$ cat src/rtl/pdma_channel.sv
module pdma_channel #(
  parameter int RA_W = 5,
  parameter int AW   = 32,
  parameter int DW   = 32
) (
  input  logic            clk,
  input  logic            rst_n,
  input  logic            reg_we,
  input  logic [RA_W-1:0] reg_addr,
  input  logic [31:0]     reg_wdata,
  output logic [31:0]     reg_rdata,
  output logic            mem_req,
  output logic            mem_we,
  output logic [AW-1:0]   mem_addr,
  output logic [DW-1:0]   mem_wdata,
  input  logic            mem_ready,
  input  logic [DW-1:0]   mem_rdata,
  input  logic            mem_err,
  input  logic            per_req,
  output logic            per_ack,
  output logic            irq
);
  localparam int CNT_W = 16;
  localparam int BT_W  = 4;
  localparam logic [RA_W-1:0] A_GLB = '0;
  localparam logic [RA_W-1:0] A_CA  = RA_W'(16);
  localparam logic [RA_W-1:0] A_CB  = RA_W'(20);
  localparam logic [RA_W-1:0] A_SA  = RA_W'(24);
  localparam logic [RA_W-1:0] A_DA  = RA_W'(28);
  localparam logic [2:0] STOP_DONE = 3'd5;
  localparam logic [2:0] STOP_ERR  = 3'd1;

  typedef enum logic [2:0] {S_IDLE, S_ARM, S_RD, S_WR, S_GAP} st_t;

  st_t              st_q;
  logic             gen_q;
  logic [31:0]      ca_q, cb_q;
  logic [AW-1:0]    sa_q, da_q;
  logic [DW-1:0]    data_q;
  logic [CNT_W-1:0] burst_left;
  logic [BT_W-1:0]  beat_left;
  logic [AW-1:0]    step;

  function automatic logic [BT_W-1:0] beats_m1(input logic [3:0] bt);
    case (bt)
      4'hF:    return BT_W'(15);
      4'hD:    return BT_W'(7);
      4'hB:    return BT_W'(3);
      default: return '0;
    endcase
  endfunction

  wire run   = ca_q[31];
  wire pause = ca_q[30];
  wire self  = ca_q[29];
  wire wr_g  = reg_we && reg_addr == A_GLB;
  wire wr_ca = reg_we && reg_addr == A_CA;
  wire wr_cb = reg_we && reg_addr == A_CB;
  wire wr_sa = reg_we && reg_addr == A_SA;
  wire wr_da = reg_we && reg_addr == A_DA;

  assign step      = (cb_q[27:26] == 2'd0) ? AW'(1) : (cb_q[27:26] == 2'd1) ? AW'(2) : AW'(4);
  assign mem_req   = st_q == S_RD || st_q == S_WR;
  assign mem_we    = st_q == S_WR;
  assign mem_addr  = (st_q == S_WR) ? da_q : sa_q;
  assign mem_wdata = data_q;
  assign per_ack   = st_q == S_ARM && !pause && !self && per_req;
  assign irq       = (cb_q[18:16] == STOP_DONE && cb_q[19]) || (cb_q[18:16] == STOP_ERR && cb_q[20]);

  always_comb begin
    case (reg_addr)
      A_GLB:   reg_rdata = {gen_q, 31'b0};
      A_CA:    reg_rdata = ca_q;
      A_CB:    reg_rdata = cb_q;
      A_SA:    reg_rdata = 32'(sa_q);
      A_DA:    reg_rdata = 32'(da_q);
      default: reg_rdata = '0;
    endcase
  end

  always_ff @(posedge clk or negedge rst_n) begin
    if (!rst_n) begin
      st_q       <= S_IDLE;
      gen_q      <= 1'b0;
      ca_q       <= '0;
      cb_q       <= '0;
      sa_q       <= '0;
      da_q       <= '0;
      data_q     <= '0;
      burst_left <= '0;
      beat_left  <= '0;
    end else begin
      case (st_q)
        S_ARM: if (!pause && (per_req || self)) st_q <= S_RD;
        S_GAP: if (!pause) st_q <= S_RD;
        S_RD: if (mem_ready) begin
          if (mem_err) begin
            cb_q[18:16] <= STOP_ERR;
            ca_q[31]    <= 1'b0;
            st_q        <= S_IDLE;
          end else begin
            data_q <= mem_rdata;
            st_q   <= S_WR;
          end
        end
        S_WR: if (mem_ready) begin
          if (mem_err) begin
            cb_q[18:16] <= STOP_ERR;
            ca_q[31]    <= 1'b0;
            st_q        <= S_IDLE;
          end else begin
            if (!cb_q[25]) sa_q <= sa_q + step;
            if (!cb_q[24]) da_q <= da_q + step;
            if (beat_left != '0) begin
              beat_left <= beat_left - 1'b1;
              st_q      <= S_GAP;
            end else if (burst_left != '0) begin
              burst_left <= burst_left - 1'b1;
              beat_left  <= beats_m1(ca_q[23:20]);
              st_q       <= S_ARM;
            end else begin
              cb_q[18:16] <= STOP_DONE;
              ca_q[31]    <= 1'b0;
              st_q        <= S_IDLE;
            end
          end
        end
        default: ;
      endcase

      if (wr_g) gen_q <= reg_wdata[31];

      if (!run) begin
        if (wr_cb) cb_q <= reg_wdata;
        if (wr_sa) sa_q <= AW'(reg_wdata);
        if (wr_da) da_q <= AW'(reg_wdata);
        if (wr_ca) begin
          ca_q <= {reg_wdata[31] & gen_q, reg_wdata[30:0]};
          if (reg_wdata[31] && gen_q) begin
            st_q        <= S_ARM;
            cb_q[18:16] <= '0;
            burst_left  <= reg_wdata[CNT_W-1:0];
            beat_left   <= beats_m1(reg_wdata[23:20]);
          end
        end
      end else if (wr_ca) begin
        ca_q[30] <= reg_wdata[30];
        if (!reg_wdata[31]) begin
          ca_q[31] <= 1'b0;
          st_q     <= S_IDLE;
        end
      end
    end
  end

  p_ack_then_read_r3: assert property (@(posedge clk) disable iff (!rst_n)
    per_ack |=> (mem_req && !mem_we) || !run);
  p_hold_on_pause_r8: assert property (@(posedge clk) disable iff (!rst_n)
    ((st_q == S_ARM || st_q == S_GAP) && pause) |=> $stable(sa_q) && $stable(da_q));
  p_quiet_when_off_r9: assert property (@(posedge clk) disable iff (!rst_n)
    !run |-> !mem_req && !per_ack);
  p_stop_clears_run_r10: assert property (@(posedge clk) disable iff (!rst_n)
    (cb_q[18:16] != 3'd0) |-> !run);
  p_locked_addr_r12: assert property (@(posedge clk) disable iff (!rst_n)
    (run && pause && st_q == S_ARM && wr_sa) |=> $stable(sa_q));
endmodule

$ cat config.mk
export PLATFORM = sky130hd
export DESIGN_NAME = pdma_channel
export DESIGN_NICKNAME = d
export VERILOG_FILES = /design/src/rtl/pdma_channel.sv
export SDC_FILE = /design/constraint.sdc
export NUM_CORES = 1
export LEC_CHECK = 0
export BUFFER_PORTS_ARGS = -buffer_cell sky130_fd_sc_hd__buf_2
export CORE_MARGIN = 2
export CORE_UTILIZATION = 57
export DETAILED_ROUTE_END_ITERATION = 6
export PLACE_DENSITY = 0.81
export SLEW_MARGIN = 30
export SYNTH_ARGS = -nofsm -noshare
export SYNTH_HDL_FRONTEND = slang
export SYNTH_SLANG_ARGS = --single-unit
$ cat constraint.sdc
create_clock -name clk -period 3.1 [get_ports clk]
set_input_delay 0.31 -clock clk [delete_from_list [all_inputs] [get_ports clk]]
set_output_delay 0.31 -clock clk [all_outputs]
set_load 0.01 [all_outputs]
## Yosys cells after proc, flatten, opt, wreduce, memory -nomap -nowiden

Index checks and enable logic that the tools add are counted.
Widths: inputs -> output; s select.

- Register bits: 184
- Input port bits: 75
- Output and inout port bits: 100

- Add/subtract/negate cells: 4
- Equal/unequal tests: 17
- Multiplexer cells: 70
- Bitwise logic cells: 3
- Reductions and logical operators: 24

Operator list:

| operator | count |
|---|---|
| $mux 32 | 14 |
| $pmux 32 s5 | 1 |
| $mux 16 | 8 |
| $add 32x3->32 | 2 |
| $mux 3 | 21 |
| $mux 19 | 2 |
| $mux 4 | 8 |
| $eq 4x4->1 const B | 6 |
| $pmux 4 s3 | 2 |
| $eq 5x5->1 const B | 4 |
| $reduce_bool 16->1 | 1 |
| $sub 16x1->16 const B | 1 |
| $logic_and 1x1->1 | 12 |
| $pmux 3 s4 | 1 |
| $mux 1 | 8 |
| $eq 3x1->1 const B | 2 |
| $eq 3x2->1 const B | 2 |
| $eq 3x3->1 const B | 2 |
| $mux 2 | 3 |
| $pmux 3 s2 | 1 |
| $logic_not 5->1 | 1 |
| $reduce_and 2->1 | 2 |
| $reduce_bool 4->1 | 1 |
| $sub 4x1->4 const B | 1 |
| 8 further kinds | 12 |

## Logic depth before layout (Yosys ltp)

Gate-level depths: netlist of run 1.

- Depth in word-level cells: 10
- Depth in mapped cells: 10
- Mapped depth without buffers: 8

## Least setup slack after synthesis of run 1

No wires, ideal clock.

- Path kind: register to register
- Start point: register cb_q[27]
- End point: register sa_q[26]
- Setup time: 0.082 ns
- Arrival: 2.302 ns
- Path slack: 0.716 ns
- Stages on the path, launching flop included: 10
- Period minus slack after synthesis: 2.384 ns
- Cells stage by stage: dfrtp_1 clkbuf_1 nand2b_1 xnor2_1 ha_1 a211oi_1 nor4_4 nand4_2 or3_1 a31oi_1

- Cells in the longest elaborated chain, start to end: 10

RTL lines:

| what | RTL line | RTL |
|---|---|---|
| start: declaration | 37 | `logic [31:0] ca_q, cb_q;` |
| start signal: assignment | 134 | `if (wr_cb) cb_q <= reg_wdata;` |
| $eq 2x1->1 | 62 | `assign step = (cb_q[27:26] == 2'd0) ? AW'(1) : (cb_q[27:26] == 2'd1) ? AW'(2) : AW'(4);` |
| $mux 3 | 62 |  |
| $mux 3 * | 62 |  |
| $add 32x3->32 * | 112 | `if (!cb_q[25]) sa_q <= sa_q + step;` |
| $mux 32 * | 112 |  |
| $mux 32 * | 107 | `if (mem_err) begin` |
| $mux 32 * | 106 | `S_WR: if (mem_ready) begin` |
| $mux 32 * | 93 | `case (st_q)` |
| $mux 32 | 135 | `if (wr_sa) sa_q <= AW'(reg_wdata);` |
| $mux 32 * | 133 | `if (!run) begin` |
| end signal: assignment | 112 |  |
| end signal: assignment | 135 |  |
| end: declaration | 38 | `logic [AW-1:0] sa_q, da_q;` |

Every way passes the cells marked *; elsewhere a longest branch is shown, timed or not.
A chain may end at the register's enable or synchronous reset.

## Final worst setup path of run 1

- Start point: register cb_q[27]
- End point: register da_q[30]

- Cells in the longest elaborated chain, start to end: 10

RTL lines:

| what | RTL line | RTL |
|---|---|---|
| $eq 2x1->1 | 62 |  |
| $mux 3 | 62 |  |
| $mux 3 * | 62 |  |
| $add 32x3->32 * | 113 | `if (!cb_q[24]) da_q <= da_q + step;` |
| $mux 32 * | 113 |  |
| $mux 32 * | 107 |  |
| $mux 32 * | 106 |  |
| $mux 32 * | 93 |  |
| $mux 32 | 136 | `if (wr_da) da_q <= AW'(reg_wdata);` |
| $mux 32 * | 133 |  |
| end signal: assignment | 113 |  |
| end signal: assignment | 136 |  |
| end: declaration | 38 |  |

Marks and branches as above.

==> impl_metrics.yaml, run 1 <==
die:
  placementRows: 49
  start_util: 0.582
  die-area_um2: 19500
  core-area_um2: 18000
  die_w_um: 140
  pin_count: 175
  fp.dieH_um: 140
pwr:
  vdd_drop_max_mv: 0.504
  p_leak_nw: 5.40
  power.density_nw_per_um2: 724
clocking:
  cts_buffers: 17
  cts_max_level: 4
  clock_latency_ps: 440
  cts_setup_buffers: 0
  cts_tree: "done"
  cts_buffer_depth: 2
  cts_sinks: 184
  cts-root-buf: "clkbuf_16"
  clk_pin_slew_worst_paths_ps: 80
yosys:
  syn_area_per_cell_um2: 10.5
  synthArstFlopShare: 1.00
  synth_nets: 1081
  synth.top_cells.by_count: "184 x dfrtp_1, 119 x mux2_2, 109 x nand2_1"
  yosys_register_bits: 184
  yosys.area_share.adder: 0.00596
  ys_warn_count: 0
  yosysUniqueCellTypes: 60
  synth_most_common_cell: "dfrtp_1"
  synth_compound_area_frac: 0.0726
  synthMuxAreaShare: 0.211
  synth_flop_cell: "dfrtp_1"
  syn-cell-area_um2: 10500
  synth_top_cell_by_area: "dfrtp_1"
  netlist.area_leader.share: 0.439
  synth_top_family_by_area: "multiplexers"
  synthCells: 1001
  synth_edf_count: 0
  synth_area_leaders: "dfrtp_1 44%, mux2_2 13%, mux4_2 6.9%"
  synthSimpleGateAreaFrac: 0.192
  yosysSeqAreaShare: 0.439
  synth-xor-area-share: 0.0509
routing:
  antenna_left: 0
  vias: 8735
  drtPass1Iterations: 5
  totalWireLength_um: 28300
  dr.first_iter.drc_count: 894
  drc: 0
  routed_via_density: 6.22
  post_drt_wl_per_cell_um: 20.2
placement:
  place.port_buffers: 174
  place_congestion: 0.933
  dp_hpwl_um: 20000
  dpl_cell_area_um2: 11700
timing:
  tightestPinTransition_ps: 859
  drv_slew: 0
  hold_viol: 0
  slew_headroom: 0.424
  setup_viol_count_final: 0
  fmax_ghz: 0.373
  tns_ps: 0
  finClkSkew_ps: 14.4
  rsz0062_at_grt: "no"
  hold_slack_ps: 93.3
  fin_crit_sh: 0.864
  post-route-min-period_ps: 2680
critical_path:
  worst_setup_path_end_kind: "flip-flop"
  crit_required_ps: 3390
  critPathMaxFanout: 13
  crit_arrival_ps: 2970
  worstSetupPathType: "flip-flop to flip-flop"
  cp-start-kind: "flip-flop"
global_route:
  antenna_found_initial: 0
  grt_pass1_vias: 8538
  grt_overflow: 0
  grtUsageTotal: 0.294
  grt_pass1_wl_um: 45200
  grt_max_degree: 72
job:
  max_cap_violations: 0
finish:
  area.growth.synth_to_final_pct: 17.1
  layout-drive-gt1-share: 0.342
  final_util: 0.682
  fin_area_um2: 12300
  antenna_cells: 0
  final_net_count: 1242
worst_hold_path:
  hp-class: "primary input to flip-flop"
outcome:
  status: "complete, no violations"
cell type report:
type | count | area, um2
clock buffers | 17 | 425
clock inverters | 15 | 173
fillers | 1389 | 5730
inverters | 19 | 71.3
multi-input cells | 738 | 5590
flip-flops and latches | 184 | 4600
well taps | 229 | 287
repair buffers | 202 | 1140
stage by stage:
step / power (mW) / setup slack [ps] / cells
6_report: 8.89 / 421 / 1404
2_1_floorplan: 5.49 / 716 / 1001
3_5_place_dp: 6.66 / 486 / 1371
3_3_place_gp: 6.56 / 576 / 1371
4_1_cts: 8.89 / 449 / 1404
5_1_grt: 9.35 / 194 / 1404
per-layer routing:
metal  wire length, um  global-route usage  vias to the layer above
li1                  -                   -                     3947
met1             11600               0.401                     4312
met2             13700               0.472                      403
met3              2290              0.0575                       73
met4               745               0.104                        0
met5                 0                   0                        -
where the power goes:
part	switching, mW	internal (mW)
clock network	1.08	1.16
registers	0.685	3.05
logic	1.48	1.45
sequential cells by signal, indices dropped and copies added, names as in the netlist:
register / cells
gen_q: 1
st_q: 3
da_q: 32
beat_left: 4
ca_q: 32
mem_wdata: 32
cb_q: 32
burst_left: 16
sa_q: 32
cell usage in the layout, fill, tap and decap left out, drive strengths merged, types with 18 or more instances in the layout:
cell / Yosys / final
nor4: 25 / 25
mux4: 32 / 32
o21ai: 80 / 80
nor3: 33 / 33
nand4: 18 / 18
and2: 48 / 48
buf: 20 / 201
dfrtp: 184 / 184
mux2: 119 / 119
nand3: 45 / 45
xnor2: 41 / 41
xor2: 20 / 20
nor2: 31 / 31
nand2: 109 / 109
inv: 19 / 29
cells by family after synthesis:
| logic type | after synthesis |
|---|---|
| AND/OR/NAND/NOR | 373 |
| AO/OA/AOI/OAI | 133 |
| adder cells (fa/ha/maj) | 5 |
| flip-flops | 184 |
| XOR/XNOR | 61 |
| multiplexers | 166 |
| buffers and inverters | 79 |
worst paths after layout:
kind,to,startpoint,cells past startpoint,slack [ps]
setup / recovery,da_q[30],cb_q[27],9,420
hold / removal,mem_wdata[11],mem_rdata[11],2,90
setup reg to reg,da_q[30],cb_q[27],9,420
hold reg to reg,mem_wdata[2],mem_wdata[2],1,500
max in group asynchronous,sa_q[25],rst_n,3,1830
min in group asynchronous,cb_q[15],rst_n,2,470
worst max-delay path, stage by stage, from the launching register on:
cell	delay, ps
dfrtp_1	520
nand2b_1	250
xnor2_1	170
ha_1	220
a211o_1	130
nand3_1	300
buf_4	310
nor4_1	400
xnor2_1	160
o21ai_0	80
timing repair:
item                                   in CTS  in global routing
endpoints found under the hold margin      68                  0
hold buffers                                1                  0
setup endpoints to repair                   0                  0
gates resized for setup                     0                  0
Note: power is estimated with default switching activity, not from simulation.
==> run 2, diff against run 1 <==
- CORE_ASPECT_RATIO: unset -> 1.4
- CORE_UTILIZATION: 57 -> 45
- PLACE_DENSITY: 0.81 -> 0.66
==> run 2 against run 1 <==
  * Worst setup slack worse by 87 ps
  * Maximum frequency down 3.1%
  * Sequential power about the same
  * Register-to-register slack about the same
  * Critical path depth down 4
  * Routed wire length up 4.0%
  * Critical endpoint is now mem_addr[1]
==> impl_metrics.yaml, run 2 (synthesis results as in run 1) <==
timing:
  drv_slew: 0
  fin_crit_sh: 0.892
  setup_viol_count_final: 0
  rsz0062_at_grt: "no"
  fmax_ghz: 0.361
  tightestPinTransition_ps: 793
  finClkSkew_ps: 11.3
  post-route-min-period_ps: 2770
  tns_ps: 0
  slew_headroom: 0.468
  hold_viol: 0
pwr:
  switching_share: 0.351
  seqPwrFrac: 0.414
  p_int_mw: 5.82
  clkPwrFrac: 0.264
  power.total_mw: 8.97
  pwr-share-comb: 0.322
  p_leak_nw: 5.39
  switching_power_mw: 3.15
  vdd_drop_max_mv: 0.472
  power.density_nw_per_um2: 725
global_route:
  antenna_found_initial: 0
  grtUsageTotal: 0.243
  grt_pass1_vias: 8404
  grt_pass1_wl_um: 46100
  grt_overflow: 0
  grt_max_degree: 74
critical_path:
  cpLargestDelayFamily: "simple AND/OR/NAND/NOR gates"
  cp_slowest_cell: "nor2b_1"
  crit_arrival_ps: 2460
  worstSetupPathType: "flip-flop to output port"
  crit_chain: "nor2b_1 -> nand2_1 -> buf_4 -> mux2_2 -> buf_2"
  reg2reg_depth: 9
  cp-start-kind: "flip-flop"
  critPathBufInv: 2
  crit_required_ps: 2790
  worst_setup_path_end_kind: "output port"
  cp.depth: 5
  slowest_delay_ps: 550
  critPathMaxFanout: 39
routing:
  routed_via_density: 5.77
  totalWireLength_um: 29400
  drtPass1Iterations: 4
  antenna_left: 0
  vias: 8525
  drc: 0
  dr.first_iter.drc_count: 579
  post_drt_wl_per_cell_um: 19.9
finish:
  final_common_cell: "dfrtp_1"
  area.growth.synth_to_final_pct: 17.9
  final_net_count: 1240
  mostFrequentLayoutCells: "184 x dfrtp_1, 173 x buf_2, 119 x mux2_2"
  antenna_cells: 0
  nFillCells: 2067
  layout-drive-gt1-share: 0.340
die:
  die-area_um2: 24600
  start_util: 0.456
  pin_count: 175
  die_w_um: 133
  placementRows: 66
  fp.dieH_um: 185
  core-area_um2: 23000
clocking:
  cts_tree: "done"
  cts_max_level: 4
  cts-root-buf: "clkbuf_16"
  cts_resized: 0
  cts_buffer_depth: 2
  clk_pin_slew_worst_paths_ps: 70
  clock_latency_ps: 450
  cts_buffers: 17
  cts_sinks: 184
job:
  max_cap_violations: 0
worst_hold_path:
  hp-class: "primary input to flip-flop"
  hold_path_depth: 2
placement:
  place.port_buffers: 174
  dp_hpwl_um: 21000
  place_congestion: 0.894
outcome:
  status: "complete, no violations"
## run 2: power groups by stage
stage	clock, mW	sequential [mW]	combinational (mW)
after floorplan	0	3.61	1.87
after global placement	0	3.72	2.83
after detailed placement	0	3.75	2.88
after CTS	2.39	3.71	2.90
after global routing	2.50	3.81	3.15
final	2.37	3.72	2.89
## run 2: final cells by class
class                           instances  area (um2)  share of cell area
Inverter                               19        71.3             0.00576
Tap cell                              306         383              0.0309
Timing Repair Buffer                  200        1100              0.0889
Clock buffer                           17         425              0.0344
Multi-Input combinational cell        738        5590               0.452
Clock inverter                         14         199              0.0161
Sequential cell                       184        4600               0.372
## run 2: final timing paths
path | startpoint | to | slack, ps
worst max-delay path | st_q[1] | mem_addr[1] | 330
worst min-delay path | mem_rdata[28] | mem_wdata[28] | 90
worst max register to register | cb_q[27] | da_q[20] | 430
worst min register to register | mem_wdata[2] | mem_wdata[2] | 500
max in group asynchronous | rst_n | da_q[19] | 1910
min in group asynchronous | rst_n | mem_wdata[21] | 390
## run 2: metrics by stage
step                      cell area, um2  setup WS (ps)   util  instances  hold WS [ps]
final                              12400            334  0.537       1478          89.2
after global routing               12400            185  0.537       1478          77.8
after CTS                          12400            350  0.537       1478          79.2
after detailed placement           11700            466  0.510       1446           311
after global placement             11700            519  0.510       1446           300
after floorplan                    10500            716      -       1001          14.4
## run 2: per-layer routing
layer	vias to the layer above	track usage	share of wire
li1	3943	-	-
met1	4258	0.311	0.42
met2	255	0.406	0.50
met3	69	0.0396	0.047
met4	0	0.109	0.036
met5	-	0	0
## run 2: repair_timing
action	in CTS	in global routing
endpoints found under the setup margin	0	0
hold buffers	1	0
hold endpoints to repair	50	0
setup buffers	0	0
